$ cat src/rtl/cw_pkg.sv
// Package: shared widths, types and the check-bit selection masks of the
// (23,16) systematic code. Assumes bit 0 of a data word is D1 and bit 0 of
// the check field is C1; every module indexes the same way.
package cw_pkg;

    localparam int DATA_W = 16;
    localparam int CHK_W  = 7;
    localparam int CODE_W = DATA_W + CHK_W;

    typedef logic [DATA_W-1:0] data_t;
    typedef logic [CHK_W-1:0]  chk_t;
    typedef logic [CODE_W-1:0] code_t;

    // Returns which data bits feed check bit idx (idx 0 = C1).
    function automatic data_t chk_mask(input int idx);
        data_t m;
        case (idx)
            0:       m = 16'h23A9;
            1:       m = 16'h44DA;
            2:       m = 16'h9644;
            3:       m = 16'h1A89;
            4:       m = 16'h30F2;
            5:       m = 16'h9462;
            6:       m = 16'hDD24;
            default: m = '0;
        endcase
        return m;
    endfunction

endpackage

$ cat src/rtl/cw_parity_net.sv
// Parity network: forms the seven check bits of a 16-bit data field.
// Purely combinational; assumes the bit ordering of cw_pkg.
module cw_parity_net
    import cw_pkg::*;
(
    input  data_t data_i,
    output chk_t  chk_o
);

    // One XOR tree per check bit, selected by the package masks.
    for (genvar gi = 0; gi < CHK_W; gi++) begin : g_chk
        assign chk_o[gi] = ^(data_i & chk_mask(gi));
    end

endmodule

$ cat src/rtl/cw_encoder.sv
// Encoder: places the data above its seven check bits to form a
// systematic codeword. Combinational; checks occupy bits [CHK_W-1:0].
module cw_encoder
    import cw_pkg::*;
(
    input  data_t data_i,
    output code_t code_o
);

    chk_t chk;

    cw_parity_net u_net (
        .data_i (data_i),
        .chk_o  (chk)
    );

    // Pack data over checks.
    assign code_o = {data_i, chk};

endmodule

$ cat src/rtl/cw_syndrome.sv
// Syndrome generator: recomputes the checks over the received data field
// and compares them with the received checks. Combinational; assumes the
// received word uses the encoder layout.
module cw_syndrome
    import cw_pkg::*;
(
    input  code_t rword_i,
    output chk_t  syn_o,
    output logic  err_o
);

    chk_t  recomputed;
    data_t rx_data;
    chk_t  rx_chk;

    assign rx_data = rword_i[CODE_W-1:CHK_W];
    assign rx_chk  = rword_i[CHK_W-1:0];

    cw_parity_net u_net (
        .data_i (rx_data),
        .chk_o  (recomputed)
    );

    // Difference between received and recomputed checks.
    assign syn_o = recomputed ^ rx_chk;
    // Flag any mismatch.
    assign err_o = |syn_o;

endmodule

$ cat src/rtl/cw_stage.sv
// Optional pipeline stage with a valid bit. EN=1 gives a register that
// loads only on valid and clears on synchronous active-low reset; EN=0
// passes through. Assumes rst_n is synchronous to clk.
module cw_stage #(
    parameter int W  = 8,
    parameter bit EN = 1'b1
) (
    input  logic         clk,
    input  logic         rst_n,
    input  logic         vld_i,
    input  logic [W-1:0] d_i,
    output logic         vld_o,
    output logic [W-1:0] q_o
);

    if (EN) begin : g_reg
        logic [W-1:0] q_r;
        logic         vld_r;

        // Capture data on valid, hold otherwise.
        always_ff @(posedge clk) begin
            if (!rst_n) begin
                q_r <= '0;
            end else if (vld_i) begin
                q_r <= d_i;
            end
        end

        // Delay the valid bit by one cycle.
        always_ff @(posedge clk) begin
            if (!rst_n) begin
                vld_r <= 1'b0;
            end else begin
                vld_r <= vld_i;
            end
        end

        assign q_o   = q_r;
        assign vld_o = vld_r;

        // an idle cycle leaves the stored value alone.
        p_hold_idle_r8: assert property (@(posedge clk) disable iff (!rst_n)
            (rst_n && !vld_i) |=> $stable(q_o))
            else $error("p_hold_idle_r8");
    end else begin : g_bypass
        logic unused_clk_rst;
        assign unused_clk_rst = clk ^ rst_n;
        assign q_o   = d_i;
        assign vld_o = vld_i;
    end

endmodule

$ cat src/rtl/cw23_codec.sv
// Top: (23,16) systematic encoder and syndrome generator sharing one
// valid strobe. IN_REG / OUT_REG add register stages at either side;
// latency is IN_REG + OUT_REG cycles. Error location is not done here.
module cw23_codec
    import cw_pkg::*;
#(
    parameter bit IN_REG  = 1'b0,
    parameter bit OUT_REG = 1'b1
) (
    input  logic        clk,
    input  logic        rst_n,
    input  logic        in_valid,
    input  logic [15:0] in_data,
    input  logic [22:0] in_rword,
    output logic        out_valid,
    output logic [22:0] out_code,
    output logic [6:0]  out_syn,
    output logic        out_err
);

    localparam int IN_W  = DATA_W + CODE_W;
    localparam int OUT_W = CODE_W + CHK_W + 1;
    localparam int LAT   = int'(IN_REG) + int'(OUT_REG);

    logic             s_vld;
    logic [IN_W-1:0]  s_bus;
    data_t            s_data;
    code_t            s_rword;
    code_t            enc_code;
    chk_t             syn;
    logic             err;
    logic [OUT_W-1:0] o_bus;

    cw_stage #(.W(IN_W), .EN(IN_REG)) u_in_stage (
        .clk   (clk),
        .rst_n (rst_n),
        .vld_i (in_valid),
        .d_i   ({in_data, in_rword}),
        .vld_o (s_vld),
        .q_o   (s_bus)
    );

    assign s_data  = s_bus[IN_W-1:CODE_W];
    assign s_rword = s_bus[CODE_W-1:0];

    cw_encoder u_enc (
        .data_i (s_data),
        .code_o (enc_code)
    );

    cw_syndrome u_syn (
        .rword_i (s_rword),
        .syn_o   (syn),
        .err_o   (err)
    );

    cw_stage #(.W(OUT_W), .EN(OUT_REG)) u_out_stage (
        .clk   (clk),
        .rst_n (rst_n),
        .vld_i (s_vld),
        .d_i   ({enc_code, syn, err}),
        .vld_o (out_valid),
        .q_o   (o_bus)
    );

    assign out_code = o_bus[OUT_W-1:CHK_W+1];
    assign out_syn  = o_bus[CHK_W:1];
    assign out_err  = o_bus[0];

    // flag and syndrome travel together to the ports.
    p_err_flag_r4: assert property (@(posedge clk) disable iff (!rst_n)
        out_err == (out_syn != '0))
        else $error("p_err_flag_r4");

    if (LAT == 1) begin : g_lat1_chk
        // valid emerges exactly one cycle later.
        p_valid_delay_r6: assert property (@(posedge clk) disable iff (!rst_n)
            $past(rst_n) |-> (out_valid == $past(in_valid)))
            else $error("p_valid_delay_r6");

        // data field of the codeword is the sampled data word.
        p_data_field_r1: assert property (@(posedge clk) disable iff (!rst_n)
            ($past(rst_n) && $past(in_valid)) |-> (out_code[CODE_W-1:CHK_W] == $past(in_data)))
            else $error("p_data_field_r1");

        // a reset edge clears every output.
        p_reset_clear_r7: assert property (@(posedge clk)
            !rst_n |=> (!out_valid && out_code == '0 && out_syn == '0 && !out_err))
            else $error("p_reset_clear_r7");
    end

endmodule

$ cat config.mk
export PLATFORM = sky130hd
export DESIGN_NAME = cw23_codec
export DESIGN_NICKNAME = d
export VERILOG_FILES = /design/src/rtl/cw_pkg.sv /design/src/rtl/cw_parity_net.sv /design/src/rtl/cw_encoder.sv /design/src/rtl/cw_syndrome.sv /design/src/rtl/cw_stage.sv /design/src/rtl/cw23_codec.sv
export SDC_FILE = /design/constraint.sdc
export NUM_CORES = 1
export LEC_CHECK = 0
export BUFFER_PORTS_ARGS = -buffer_cell sky130_fd_sc_hd__buf_2
export CORE_MARGIN = 10
export CORE_UTILIZATION = 40
export DETAILED_ROUTE_END_ITERATION = 8
export PLACE_DENSITY = 0.68
export SLEW_MARGIN = 10
export SYNTH_ARGS = -nofsm -noshare
export SYNTH_HDL_FRONTEND = slang
export SYNTH_SLANG_ARGS = --single-unit
export TNS_END_PERCENT = 10
$ cat constraint.sdc
create_clock -name clk -period 1.4 [get_ports clk]
set_input_delay 0.07 -clock clk [delete_from_list [all_inputs] [get_ports clk]]
set_output_delay 0.07 -clock clk [all_outputs]
set_load 0.01 [all_outputs]
==> out/results.ini <==
[outcome]
outcome = finished clean

[placement]
dpl.cell_count = 291
pre_cts_slack_ps = -12.9
dp.final_hpwl_mm = 3.49
gp_congestion = 0.695
placement.io_buffers = 73

[synth]
synth_commonest_cells = 36 x xnor2_1, 32 x dfxtp_1, 23 x mux2i_1, 22 x nor2b_1, 12 x xor2_1
ys_seq_elements = 32
ys_types = 26
synth_top_area_share_pct = 34.9
synthesis.instances = 171
ys.flop_type = dfxtp_1
syn_area_sq_um = 1840
synth.largest_area_cell = dfxtp_1
ys_seq_area_share_pct = 34.9
synthesis.nets = 213
synth_most_common_cell = xnor2_1
synth_edf_count = 0
async_flop_share_pct = 0
synthTopCellsByArea = dfxtp_1 35%, xnor2_1 17%, mux2i_1 13%
synth_warnings = 0
avgSynthCellArea_sq_um = 10.7

[detailed_routing]
drc_errors = 0
routed_wirelength_mm = 4.32
drt_first_iter_violations = 37
vias = 1357
viasPerCell = 4.54
ant_nets = 0
wl_per_cell_microns = 14.4
drt_pass1_iterations = 4

[worst_setup_path]
slowest_stage = or3b_1
cpPeakStageDelay_ps = 390
crit_path_start_kind = input port
critPathMaxFanout = 3
r2r_cells = 1
crit_path_end_kind = flip-flop
crit_type = input port to flip-flop
path_cells = buf_2 -> xor2_2 -> xnor2_1 -> or3b_1 -> a211oi_2 -> a31oi_1
arrival_ps = 1290
cp.required_ps = 1560

[clock_tree]
cts_setup_buffers = 0
cts.clk_slew.worst_paths_ps = 70
h-tree-depth = 2
numClockSinks = 32
clk_path_buf_depth = 2
clock_latency_ps = 270
numCtsBuffers = 5
cts_resized = 0
cts_hold_buffers = 0
root_buffer = clkbuf_8
tritoncts = yes

[global_route]
grt_usage_pct = 11.2
grt_pass1_wl_mm = 7.02
grt-ovfl-total = 0
grt_pass1_vias = 1400
grt_antenna_before_repair = 0
grt_max_degree = 41

[final_layout]
antenna_cells = 0
final_cells = 299
drive_gt1_share_pct = 36.4
ff_latch_area_sq_um = 641
multi_input_area_sq_um = 1140
filler_cell_count = 439
nNetsFinal = 288
area_growth_pct = 27.7

[sta]
period_minus_slack_ps = 1120
finalSetupViolCount = 0
max_slew_margin_pct = 74.3
tightest_slew_ps = 385
setup_slack_ps = 278
drv_slew = 0
fmax_mhz = 891
min_period_over_period_pct = 80.1
setup_tns_ps = 0
rsz0062_at_grt = false
timing.hold.ws_ps = 76.8
hold_viol = 0
fin_worst_skew_ps = 0

[power]
power_frac_seq_pct = 39.6
power.density_nw_per_um2 = 1120
peakVddDrop_uv = 686
p_sw_uw = 781
switching_share_pct = 29.7
p_leak_uw = 0.00116
clockPowerShare_pct = 27.3
pwr-share-comb_pct = 33.0
p_int_uw = 1850

[hold_path]
min_path_type = input port to flip-flop
whs_path_depth = 3

[floorplan]
placement_rows = 24
ios = 74
die_area_sq_um = 7710
die_w_microns = 87.8
core_sq_um = 4410
die_h_microns = 87.8
start_util_pct = 41.6

[run]
drv_cap = 0

-- through the flow --
stage / total power [uW] / area (sq um) / utilization (%)
final: 2630 / 2350 / 53.2
after global routing: 2800 / 2350 / 53.2
after CTS: 2670 / 2350 / 53.2
after detailed placement: 1940 / 2260 / 51.1
after floorplan: 1660 / 1840 / -
after global placement: 1930 / 2260 / 51.1
-- layout by cell type (no fill, tap or decap), drive strengths merged --
cell	count
o211a	6
a211oi	1
nor2	2
a21boi	1
nand2b	1
xor2	14
nand2	8
a31oi	1
buf	77
clkbuf	8
o21ai	2
mux2i	23
xnor3	4
nor2b	22
or2	1
nand3	1
dfxtp	32
and2	2
xnor2	39
nand4b	1
or3b	1
-- layer usage --
layer | routed length [microns] | track usage (%)
met5 | 0 | 0
met4 | 0 | 2.61
met3 | 356 | 4.83
met2 | 2080 | 16.7
met1 | 1880 | 14.7
-- registers in the layout (all words and copies together) (netlist names) --
register / count
u_out_stage.vld_o: 1
u_out_stage.q_o: 31
-- final timing paths --
check / to / from / slack [ps]
min: u_out_stage.q_o[16] / in_data[1] / 80
max reg2reg: u_out_stage.q_o[14] / u_out_stage.q_o[14] / 770
max: u_out_stage.q_o[0] / in_rword[18] / 280
min reg2reg: u_out_stage.q_o[6] / u_out_stage.q_o[6] / 460
-- worst max-delay path: cells and delay by family --
family	cells	cell delay (ps)
and+or+nand+nor	1	390
AOI/OAI and AO/OA	2	270
buffers and inverters	1	130
xor gates and xnor gates	2	420
-- cell families after synthesis --
kind of cell              after synthesis  synth area share (%)
xor gates and xnor gates               57                  32.2
and+or+nand+nor                        39                  12.3
DFF                                    32                  34.9
AOI/OAI and AO/OA                      11                  5.24
muxes                                  23                  12.5
buffers and inverters                   9                  2.93
-- cell type report --
class                   count  area share, %
multi-input cells         130           48.7
flip-flops and latches     32           27.3
clock buffers               8           3.84
well taps                  52           2.77
repair buffers             77           17.4
-- power groups by stage --
stage	Combinational [uW]	Sequential [uW]	Clock, uW
after floorplan	551	1110	0
after global placement	873	1060	0
after detailed placement	881	1060	0
after CTS	884	1040	744
after global routing	965	1060	776
final	869	1040	719
(Power assumes the default switching activity.)
